<file path="config.mk">
export PLATFORM = sky130hd
export DESIGN_NAME = pkt_tx_framer
export DESIGN_NICKNAME = d
export VERILOG_FILES = /design/src/rtl/ptf_pkg.sv /design/src/rtl/ptf_crc16.sv /design/src/rtl/ptf_shifter.sv /design/src/rtl/ptf_sequencer.sv /design/src/rtl/pkt_tx_framer.sv
export SDC_FILE = /design/constraint.sdc
export NUM_CORES = 1
export LEC_CHECK = 0
export CAP_MARGIN = 15
export CORE_MARGIN = 3
export CORE_UTILIZATION = 40
export CTS_CLUSTER_SIZE = 16
export DETAILED_ROUTE_END_ITERATION = 6
export GPL_TIMING_DRIVEN = 0
export PLACE_DENSITY = 0.63
export SYNTH_ARGS = -nofsm -noshare
export SYNTH_HDL_FRONTEND = slang
export SYNTH_SLANG_ARGS = --single-unit
export TNS_END_PERCENT = 50
</file>
<file path="constraint.sdc">
create_clock -name clk -period 5.9 [get_ports clk]
set_clock_uncertainty 0.15 [all_clocks]
set_input_delay 1.18 -clock clk [delete_from_list [all_inputs] [get_ports clk]]
set_output_delay 1.18 -clock clk [all_outputs]
set_load 0.005 [all_outputs]
</file>
<file path="src/rtl/ptf_pkg.sv">
package ptf_pkg;

    localparam int BYTE_W    = 8;
    localparam int PRE_W     = 8;
    localparam int PRE_NIB_W = PRE_W + 1;
    localparam int LEN_W     = 8;
    localparam int MAX_WORDS = 4;
    localparam int WORD_W    = BYTE_W * MAX_WORDS;
    localparam int SEL_W     = $clog2(MAX_WORDS);
    localparam int HCNT_W    = 3;
    localparam int BITCNT_W  = $clog2(BYTE_W + 1);
    localparam int CRC_W     = 16;
    localparam logic [CRC_W-1:0]  CRC_POLY    = 16'h1021;
    localparam logic [CRC_W-1:0]  CRC_INIT    = 16'hFFFF;
    localparam logic [BYTE_W-1:0] PRE_FULL    = 8'hAA;
    localparam logic [BYTE_W-1:0] PRE_HALF    = 8'hA0;

    typedef enum logic [3:0] {
        F_IDLE, F_PRE, F_SYNC, F_HDR, F_LEN, F_PAY, F_CRCH, F_CRCL, F_DONE
    } field_e;

    typedef struct packed {
        logic                  pkt_en;
        logic [PRE_NIB_W-1:0]  pre_nib;
        logic [SEL_W-1:0]      sync_last;
        logic [HCNT_W-1:0]     hdr_num;
        logic                  fix_len;
        logic                  crc_en;
        logic                  crc_data_only;
        logic                  lsb_first;
        logic [WORD_W-1:0]     sync_w;
        logic [WORD_W-1:0]     hdr_w;
        logic [LEN_W-1:0]      pay_len;
    } cfg_t;

    function automatic logic [BYTE_W-1:0] bit_rev(input logic [BYTE_W-1:0] b);
        logic [BYTE_W-1:0] r;
        for (int i = 0; i < BYTE_W; i++) r[i] = b[BYTE_W-1-i];
        return r;
    endfunction

    function automatic logic [CRC_W-1:0] crc_step(input logic [CRC_W-1:0] c,
                                                  input logic [BYTE_W-1:0] b);
        logic [CRC_W-1:0] r;
        r = c;
        for (int i = BYTE_W-1; i >= 0; i--) begin
            if (r[CRC_W-1] ^ b[i]) r = {r[CRC_W-2:0], 1'b0} ^ CRC_POLY;
            else                   r = {r[CRC_W-2:0], 1'b0};
        end
        return r;
    endfunction

    function automatic logic [BYTE_W-1:0] word_byte(input logic [WORD_W-1:0] w,
                                                    input logic [SEL_W-1:0] sel);
        return w[WORD_W-1 - int'(sel)*BYTE_W -: BYTE_W];
    endfunction

    function automatic logic [HCNT_W-1:0] clamp_hdr(input logic [HCNT_W-1:0] code);
        return (code > HCNT_W'(MAX_WORDS)) ? HCNT_W'(MAX_WORDS) : code;
    endfunction

endpackage

</file>
<file path="src/rtl/ptf_crc16.sv">
module ptf_crc16
    import ptf_pkg::*;
(
    input  logic              clk,
    input  logic              rst,
    input  logic              init,
    input  logic              upd,
    input  logic [BYTE_W-1:0] byte_in,
    output logic [CRC_W-1:0]  crc_out
);

    logic [CRC_W-1:0] crc_q;

    always_ff @(posedge clk) begin
        if (rst || init) crc_q <= CRC_INIT;
        else if (upd)    crc_q <= crc_step(crc_q, byte_in);
    end

    assign crc_out = crc_q;

endmodule

</file>
<file path="src/rtl/ptf_shifter.sv">
module ptf_shifter
    import ptf_pkg::*;
(
    input  logic                clk,
    input  logic                rst,
    input  logic                take,
    input  logic [BYTE_W-1:0]   ld_data,
    input  logic [BITCNT_W-1:0] ld_bits,
    input  logic                bit_stb,
    output logic                ser_bit,
    output logic                ser_active,
    output logic                can_load,
    output logic                drain_done
);

    logic [BYTE_W-1:0]   sh_q;
    logic [BITCNT_W-1:0] cnt_q;
    logic                full_q;
    logic                consume;
    logic                last_bit;

    assign consume    = full_q && bit_stb;
    assign last_bit   = (cnt_q == BITCNT_W'(1));
    assign drain_done = consume && last_bit;
    assign can_load   = !full_q || drain_done;

    always_ff @(posedge clk) begin
        if (rst) begin
            sh_q   <= '0;
            cnt_q  <= '0;
            full_q <= 1'b0;
        end else if (take) begin
            sh_q   <= ld_data;
            cnt_q  <= ld_bits;
            full_q <= 1'b1;
        end else if (consume) begin
            if (last_bit) begin
                full_q <= 1'b0;
            end else begin
                sh_q  <= {sh_q[BYTE_W-2:0], 1'b0};
                cnt_q <= cnt_q - BITCNT_W'(1);
            end
        end
    end

    assign ser_bit    = sh_q[BYTE_W-1];
    assign ser_active = full_q;

endmodule

</file>
<file path="src/rtl/ptf_sequencer.sv">
module ptf_sequencer
    import ptf_pkg::*;
(
    input  logic                clk,
    input  logic                rst,
    input  cfg_t                cfg_in,
    input  logic                in_valid,
    input  logic [BYTE_W-1:0]   in_data,
    input  logic                can_load,
    input  logic                drain_done,
    input  logic [CRC_W-1:0]    crc_val,
    output logic                take,
    output logic [BYTE_W-1:0]   nxt_data,
    output logic [BITCNT_W-1:0] nxt_bits,
    output logic                in_ready,
    output logic                crc_init,
    output logic                crc_upd,
    output logic [BYTE_W-1:0]   crc_byte,
    output logic                pkt_sent
);

    field_e               st_q;
    cfg_t                 cfg_q;
    logic [PRE_NIB_W-1:0] pre_left_q;
    logic [SEL_W-1:0]     idx_q;
    logic [LEN_W-1:0]     pay_cnt_q;
    logic                 sent_q;

    logic                 nxt_vld;
    logic [BYTE_W-1:0]    raw_byte;
    logic                 start;
    field_e               after_hdr, after_sync, after_pay;

    assign start = (st_q == F_IDLE) && in_valid && (cfg_in.pay_len != '0);

    always_comb begin
        after_hdr  = cfg_q.fix_len ? F_PAY : F_LEN;
        after_sync = (cfg_q.hdr_num != '0) ? F_HDR : after_hdr;
        after_pay  = (cfg_q.pkt_en && cfg_q.crc_en) ? F_CRCH : F_DONE;
    end

    always_comb begin
        nxt_vld  = 1'b0;
        raw_byte = '0;
        nxt_bits = BITCNT_W'(BYTE_W);
        unique case (st_q)
            F_PRE: begin
                nxt_vld = 1'b1;
                if (pre_left_q >= PRE_NIB_W'(2)) begin
                    raw_byte = PRE_FULL;
                end else begin
                    raw_byte = PRE_HALF;
                    nxt_bits = BITCNT_W'(BYTE_W/2);
                end
            end
            F_SYNC: begin nxt_vld = 1'b1;     raw_byte = word_byte(cfg_q.sync_w, idx_q); end
            F_HDR:  begin nxt_vld = 1'b1;     raw_byte = word_byte(cfg_q.hdr_w, idx_q);  end
            F_LEN:  begin nxt_vld = 1'b1;     raw_byte = cfg_q.pay_len;                  end
            F_PAY:  begin nxt_vld = in_valid; raw_byte = in_data;                        end
            F_CRCH: begin nxt_vld = 1'b1;     raw_byte = crc_val[CRC_W-1 -: BYTE_W];     end
            F_CRCL: begin nxt_vld = 1'b1;     raw_byte = crc_val[BYTE_W-1:0];            end
            default: begin nxt_vld = 1'b0; end
        endcase
    end

    assign nxt_data = (st_q != F_PRE && cfg_q.lsb_first) ? bit_rev(raw_byte) : raw_byte;
    assign take     = nxt_vld && can_load;
    assign in_ready = take && (st_q == F_PAY);
    assign crc_init = start;
    assign crc_byte = raw_byte;
    assign crc_upd  = take && ((st_q == F_PAY) ||
                      (!cfg_q.crc_data_only && (st_q == F_HDR || st_q == F_LEN)));

    always_ff @(posedge clk) begin
        if (rst) begin
            st_q       <= F_IDLE;
            cfg_q      <= '0;
            pre_left_q <= '0;
            idx_q      <= '0;
            pay_cnt_q  <= '0;
            sent_q     <= 1'b0;
        end else begin
            sent_q <= 1'b0;
            unique case (st_q)
                F_IDLE: begin
                    if (start) begin
                        cfg_q      <= cfg_in;
                        pre_left_q <= cfg_in.pre_nib;
                        idx_q      <= '0;
                        pay_cnt_q  <= '0;
                        if (!cfg_in.pkt_en)            st_q <= F_PAY;
                        else if (cfg_in.pre_nib != '0) st_q <= F_PRE;
                        else                           st_q <= F_SYNC;
                    end
                end
                F_DONE: begin
                    if (drain_done) begin
                        sent_q <= 1'b1;
                        st_q   <= F_IDLE;
                    end
                end
                default: begin
                    if (take) begin
                        unique case (st_q)
                            F_PRE: begin
                                if (pre_left_q <= PRE_NIB_W'(2)) begin
                                    pre_left_q <= '0;
                                    st_q       <= F_SYNC;
                                end else begin
                                    pre_left_q <= pre_left_q - PRE_NIB_W'(2);
                                end
                            end
                            F_SYNC: begin
                                if (idx_q == cfg_q.sync_last) begin
                                    idx_q <= '0;
                                    st_q  <= after_sync;
                                end else begin
                                    idx_q <= idx_q + SEL_W'(1);
                                end
                            end
                            F_HDR: begin
                                if (HCNT_W'(idx_q) == cfg_q.hdr_num - HCNT_W'(1)) begin
                                    idx_q <= '0;
                                    st_q  <= after_hdr;
                                end else begin
                                    idx_q <= idx_q + SEL_W'(1);
                                end
                            end
                            F_LEN: st_q <= F_PAY;
                            F_PAY: begin
                                if (pay_cnt_q == cfg_q.pay_len - LEN_W'(1)) st_q <= after_pay;
                                else pay_cnt_q <= pay_cnt_q + LEN_W'(1);
                            end
                            F_CRCH: st_q <= F_CRCL;
                            F_CRCL: st_q <= F_DONE;
                            default: st_q <= F_IDLE;
                        endcase
                    end
                end
            endcase
        end
    end

    assign pkt_sent = sent_q;

endmodule

</file>
<file path="src/rtl/pkt_tx_framer.sv">
module pkt_tx_framer
    import ptf_pkg::*;
(
    input  logic        clk,
    input  logic        rst,
    input  logic        cfg_pkt_en,
    input  logic [7:0]  cfg_pre_len,
    input  logic        cfg_pre_msb,
    input  logic [1:0]  cfg_sync_cnt,
    input  logic [2:0]  cfg_hdr_cnt,
    input  logic        cfg_fix_len,
    input  logic        cfg_crc_en,
    input  logic        cfg_crc_data_only,
    input  logic        cfg_lsb_first,
    input  logic [31:0] cfg_sync_word,
    input  logic [31:0] cfg_hdr_word,
    input  logic [7:0]  cfg_pay_len,
    input  logic        in_valid,
    input  logic [7:0]  in_data,
    output logic        in_ready,
    input  logic        bit_stb,
    output logic        ser_bit,
    output logic        ser_active,
    output logic        pkt_sent
);

    cfg_t                cfg_in;
    logic                take;
    logic [BYTE_W-1:0]   nxt_data;
    logic [BITCNT_W-1:0] nxt_bits;
    logic                can_load;
    logic                drain_done;
    logic                crc_init;
    logic                crc_upd;
    logic [BYTE_W-1:0]   crc_byte;
    logic [CRC_W-1:0]    crc_val;

    always_comb begin
        cfg_in               = '0;
        cfg_in.pkt_en        = cfg_pkt_en;
        cfg_in.pre_nib       = {cfg_pre_msb, cfg_pre_len};
        cfg_in.sync_last     = cfg_sync_cnt;
        cfg_in.hdr_num       = clamp_hdr(cfg_hdr_cnt);
        cfg_in.fix_len       = cfg_fix_len;
        cfg_in.crc_en        = cfg_crc_en;
        cfg_in.crc_data_only = cfg_crc_data_only;
        cfg_in.lsb_first     = cfg_lsb_first;
        cfg_in.sync_w        = cfg_sync_word;
        cfg_in.hdr_w         = cfg_hdr_word;
        cfg_in.pay_len       = cfg_pay_len;
    end

    ptf_sequencer u_seq (
        .clk        (clk),
        .rst        (rst),
        .cfg_in     (cfg_in),
        .in_valid   (in_valid),
        .in_data    (in_data),
        .can_load   (can_load),
        .drain_done (drain_done),
        .crc_val    (crc_val),
        .take       (take),
        .nxt_data   (nxt_data),
        .nxt_bits   (nxt_bits),
        .in_ready   (in_ready),
        .crc_init   (crc_init),
        .crc_upd    (crc_upd),
        .crc_byte   (crc_byte),
        .pkt_sent   (pkt_sent)
    );

    ptf_shifter u_shift (
        .clk        (clk),
        .rst        (rst),
        .take       (take),
        .ld_data    (nxt_data),
        .ld_bits    (nxt_bits),
        .bit_stb    (bit_stb),
        .ser_bit    (ser_bit),
        .ser_active (ser_active),
        .can_load   (can_load),
        .drain_done (drain_done)
    );

    ptf_crc16 u_crc (
        .clk     (clk),
        .rst     (rst),
        .init    (crc_init),
        .upd     (crc_upd),
        .byte_in (crc_byte),
        .crc_out (crc_val)
    );

endmodule

</file>
==> reports/results.ini <==
[outcome]
outcome=finished clean

[clocking]
cts_htree_levels=4
cts.sinks=135
clk_latency_ps=430
postCtsSetupBuffers=0
clkTransAtPathRegs_ps=60
root_buffer=clkbuf_16
numCtsBuffers=17
cts.path.max_buffers=2
cts_hold_buffers=0
cts_tree=done
cts_resized=0

[grt]
grt_usage=0.2265
antenna_found_initial=0
grt_pass1_vias=6490
grt_pass1_wl_um=35010
grt_max_degree=17
gr-total-overflow=0

[floorplanning]
die_w_um=139.7
design.portCount=107
die_y_um=139.7
core_area_mm2=0.01742
rows=48
floorplan.initialDensity=0.4108
die_area_mm2=0.01953

[final_layout]
layout_common_cells=nand2_1, dfxtp_1, a21oi_1, clkdlybuf4s50_1, nor2_1
drive_above_1_share=0.07122
syn2layout_area_growth_pct=26.72
nets=1122
final_cells=1250
diodes=0
final_common_cell=nand2_1
fin_util=0.5205

[sta]
worst_slew_pin_slew_ps=1029
period_needed_ps=4938
rsz0062_at_grt=no
setup_tns_ps=0
setup-violations-final=0
relSlewSlack=0.3081
hold_violations=0
max_freq_ghz=0.2025
fin_crit_sh=0.8369
final-max-slew-violation-count=0

[place]
port_buffers=105
post-dp-hpwl_um=16820
placed_cells=1218
routabilityCongestion=0.9787

[detailed_routing]
avgRoutedWirePerCell_um=17.77
drt_pass1_iterations=5
wl_um=22210
vias=6826
drc=0
vias_per_cell=5.461
drtIter0Drc=494
ant_nets=0

[setup_path]
cp_slowest_stage_delay_ps=780
cp.depth=6
r2r-end=u_crc.crc_out[13]$_SDFFE_PP1P_
path_buf_inv=3
critPathArrivalTime_ps=3610
crit_family=buffers and inverters
worstRegToRegCells=9
cpMostUsedCell=clkdlybuf4s50_1
reg2reg_slack_ps=2650
critPathRequiredTime_ps=4570
crit_type=in2out
crit_start=in_valid
crit_path_max_fanout=5
crit_end=in_ready
start_kind=input pin
reg2reg_from=u_seq.st_q[3]$_SDFFE_PP0P_
path_cells=clkdlybuf4s50_1, o21ai_0, a221oi_1, nand2_1, inv_1, clkdlybuf4s50_1
end_kind=output port
slowest_stage=a221oi_1

[power]
p_leak_nw=3.259
power_mw=4.234
ir_worst_vdd_uv=251.0
powerDensity_mw_per_mm2=467.0

[logic_synthesis]
ys_seq_elements=135
synthDistinctLibCells=69
netlist_area_mm2=0.007154
ys_async_sr_fraction=0
yosysWarnings=0
synthTopCellsByArea=dfxtp_1, nand2_1, a21oi_1
synthCells=888
synth_nets=998
syn_avg_cell_area_um2=8.057
synth-edff-count=0
synth-main-ff-cell=dfxtp_1
yosys.area.top_type=dfxtp_1
seq_area_frac_synth=0.3778
yosysTopAreaCellShare=0.3778

[min_path]
hold_path_class=reg2reg

[run]
max-cap-violations=0

[worst min-delay path, stage by stage (launching register included)]
cell and delay [ps]:
dfxtp_1 300, nand2_1 50, a21oi_1 50
[cells in the mapped netlist, types with 4 or more instances]
master      n
a211oi_1    4
a21oi_1   116
a22oi_1    12
a311oi_1    8
and3_1      8
buf_1       8
buf_2      11
clkbuf_1   40
dfxtp_1   135
ha_1        7
inv_1      17
mux2i_1    21
mux4_1      7
mux4_2      7
nand2_1   215
nand2b_1    9
nand3_1    17
nand3b_1    5
nor2_1     53
nor2b_1     5
nor3_1     15
nor3b_1     4
nor4_1      8
o211ai_1   14
o21ai_0    27
o21ai_1     8
o22ai_1     4
o31ai_1     4
or3_1       7
xnor2_1    24
xor2_1     10
[metal layers]
layer  part of all wire  global-route usage  vias up  wire, µm
met5                  0                   0        -         0
met4              0.023             0.06935        0       510
met3              0.061             0.04811       36      1345
met2               0.47              0.3738      251     10420
met1               0.45              0.2983     3168      9936
li1                   -                   -     3371         -
[worst min path at each step]
| stage | from | endpoint | slack (ps) | depth (start not counted) |
|---|---|---|---|---|
| final | u_seq.cfg_q[69]$_SDFFE_PP0P_ | u_seq.cfg_q[69]$_SDFFE_PP0P_ | 300 | 2 |
| after global routing | u_seq.cfg_q[70]$_SDFFE_PP0P_ | u_seq.cfg_q[70]$_SDFFE_PP0P_ | 320 | 2 |
| after CTS | u_seq.cfg_q[69]$_SDFFE_PP0P_ | u_seq.cfg_q[69]$_SDFFE_PP0P_ | 300 | 2 |
| after detailed placement | u_seq.cfg_q[69]$_SDFFE_PP0P_ | u_seq.cfg_q[69]$_SDFFE_PP0P_ | 290 | 2 |
| after global placement | u_seq.cfg_q[70]$_SDFFE_PP0P_ | u_seq.cfg_q[70]$_SDFFE_PP0P_ | 290 | 2 |
| after floorplan | u_seq.cfg_q[25]$_SDFFE_PP0P_ | u_seq.cfg_q[25]$_SDFFE_PP0P_ | 280 | 2 |
[through the flow]
stage	area, µm²	setup WS (ps)	hold slack, ps
after global routing	9066	881.1	321.7
after global placement	8487	1050	288.7
after detailed placement	8487	1054	293.7
final	9066	962.5	302.4
after CTS	9066	1045	302.3
after floorplan	7154	2643	281.5
[sequential cells by signal, summed over array words and instances, names as in the netlist]
name	flops
u_seq.cfg_q	82
u_crc.crc_out	16
u_shift.sh_q	8
u_seq.pkt_sent	1
u_seq.st_q	4
u_seq.pay_cnt_q	8
u_shift.cnt_q	4
u_seq.idx_q	2
u_seq.pre_left_q	9
u_shift.ser_active	1
[where the power goes]
part / leakage (nW) / switching, mW / internal, mW
sequential: 1.10 / 0.161 / 1.10
clock: 0.280 / 0.442 / 0.630
combinational: 1.87 / 1.14 / 0.752
total: 3.26 / 1.75 / 2.49
[area by class of cell]
type	instances	area, µm²
clock buffer	20	436.7
timing repair buffer	105	1051
clock inverter	12	142.6
fill	1712	8351
inverter	18	67.56
multi-input combinational	672	4095
buffer	63	289.0
sequential	135	2703
tap	225	281.5
[logic make-up (layout without fill, tap and decap cells)]
family	count (synthesis)	after routing	share of synthesized area
simple gates	366	366	0.2345
mux	35	35	0.07712
flops	135	135	0.3778
xor+xnor	41	41	0.06156
fa+ha+maj	7	7	0.01224
compound gates	223	223	0.1870
buf+inv	81	218	0.04984
Power figures use the tool's default switching activity.
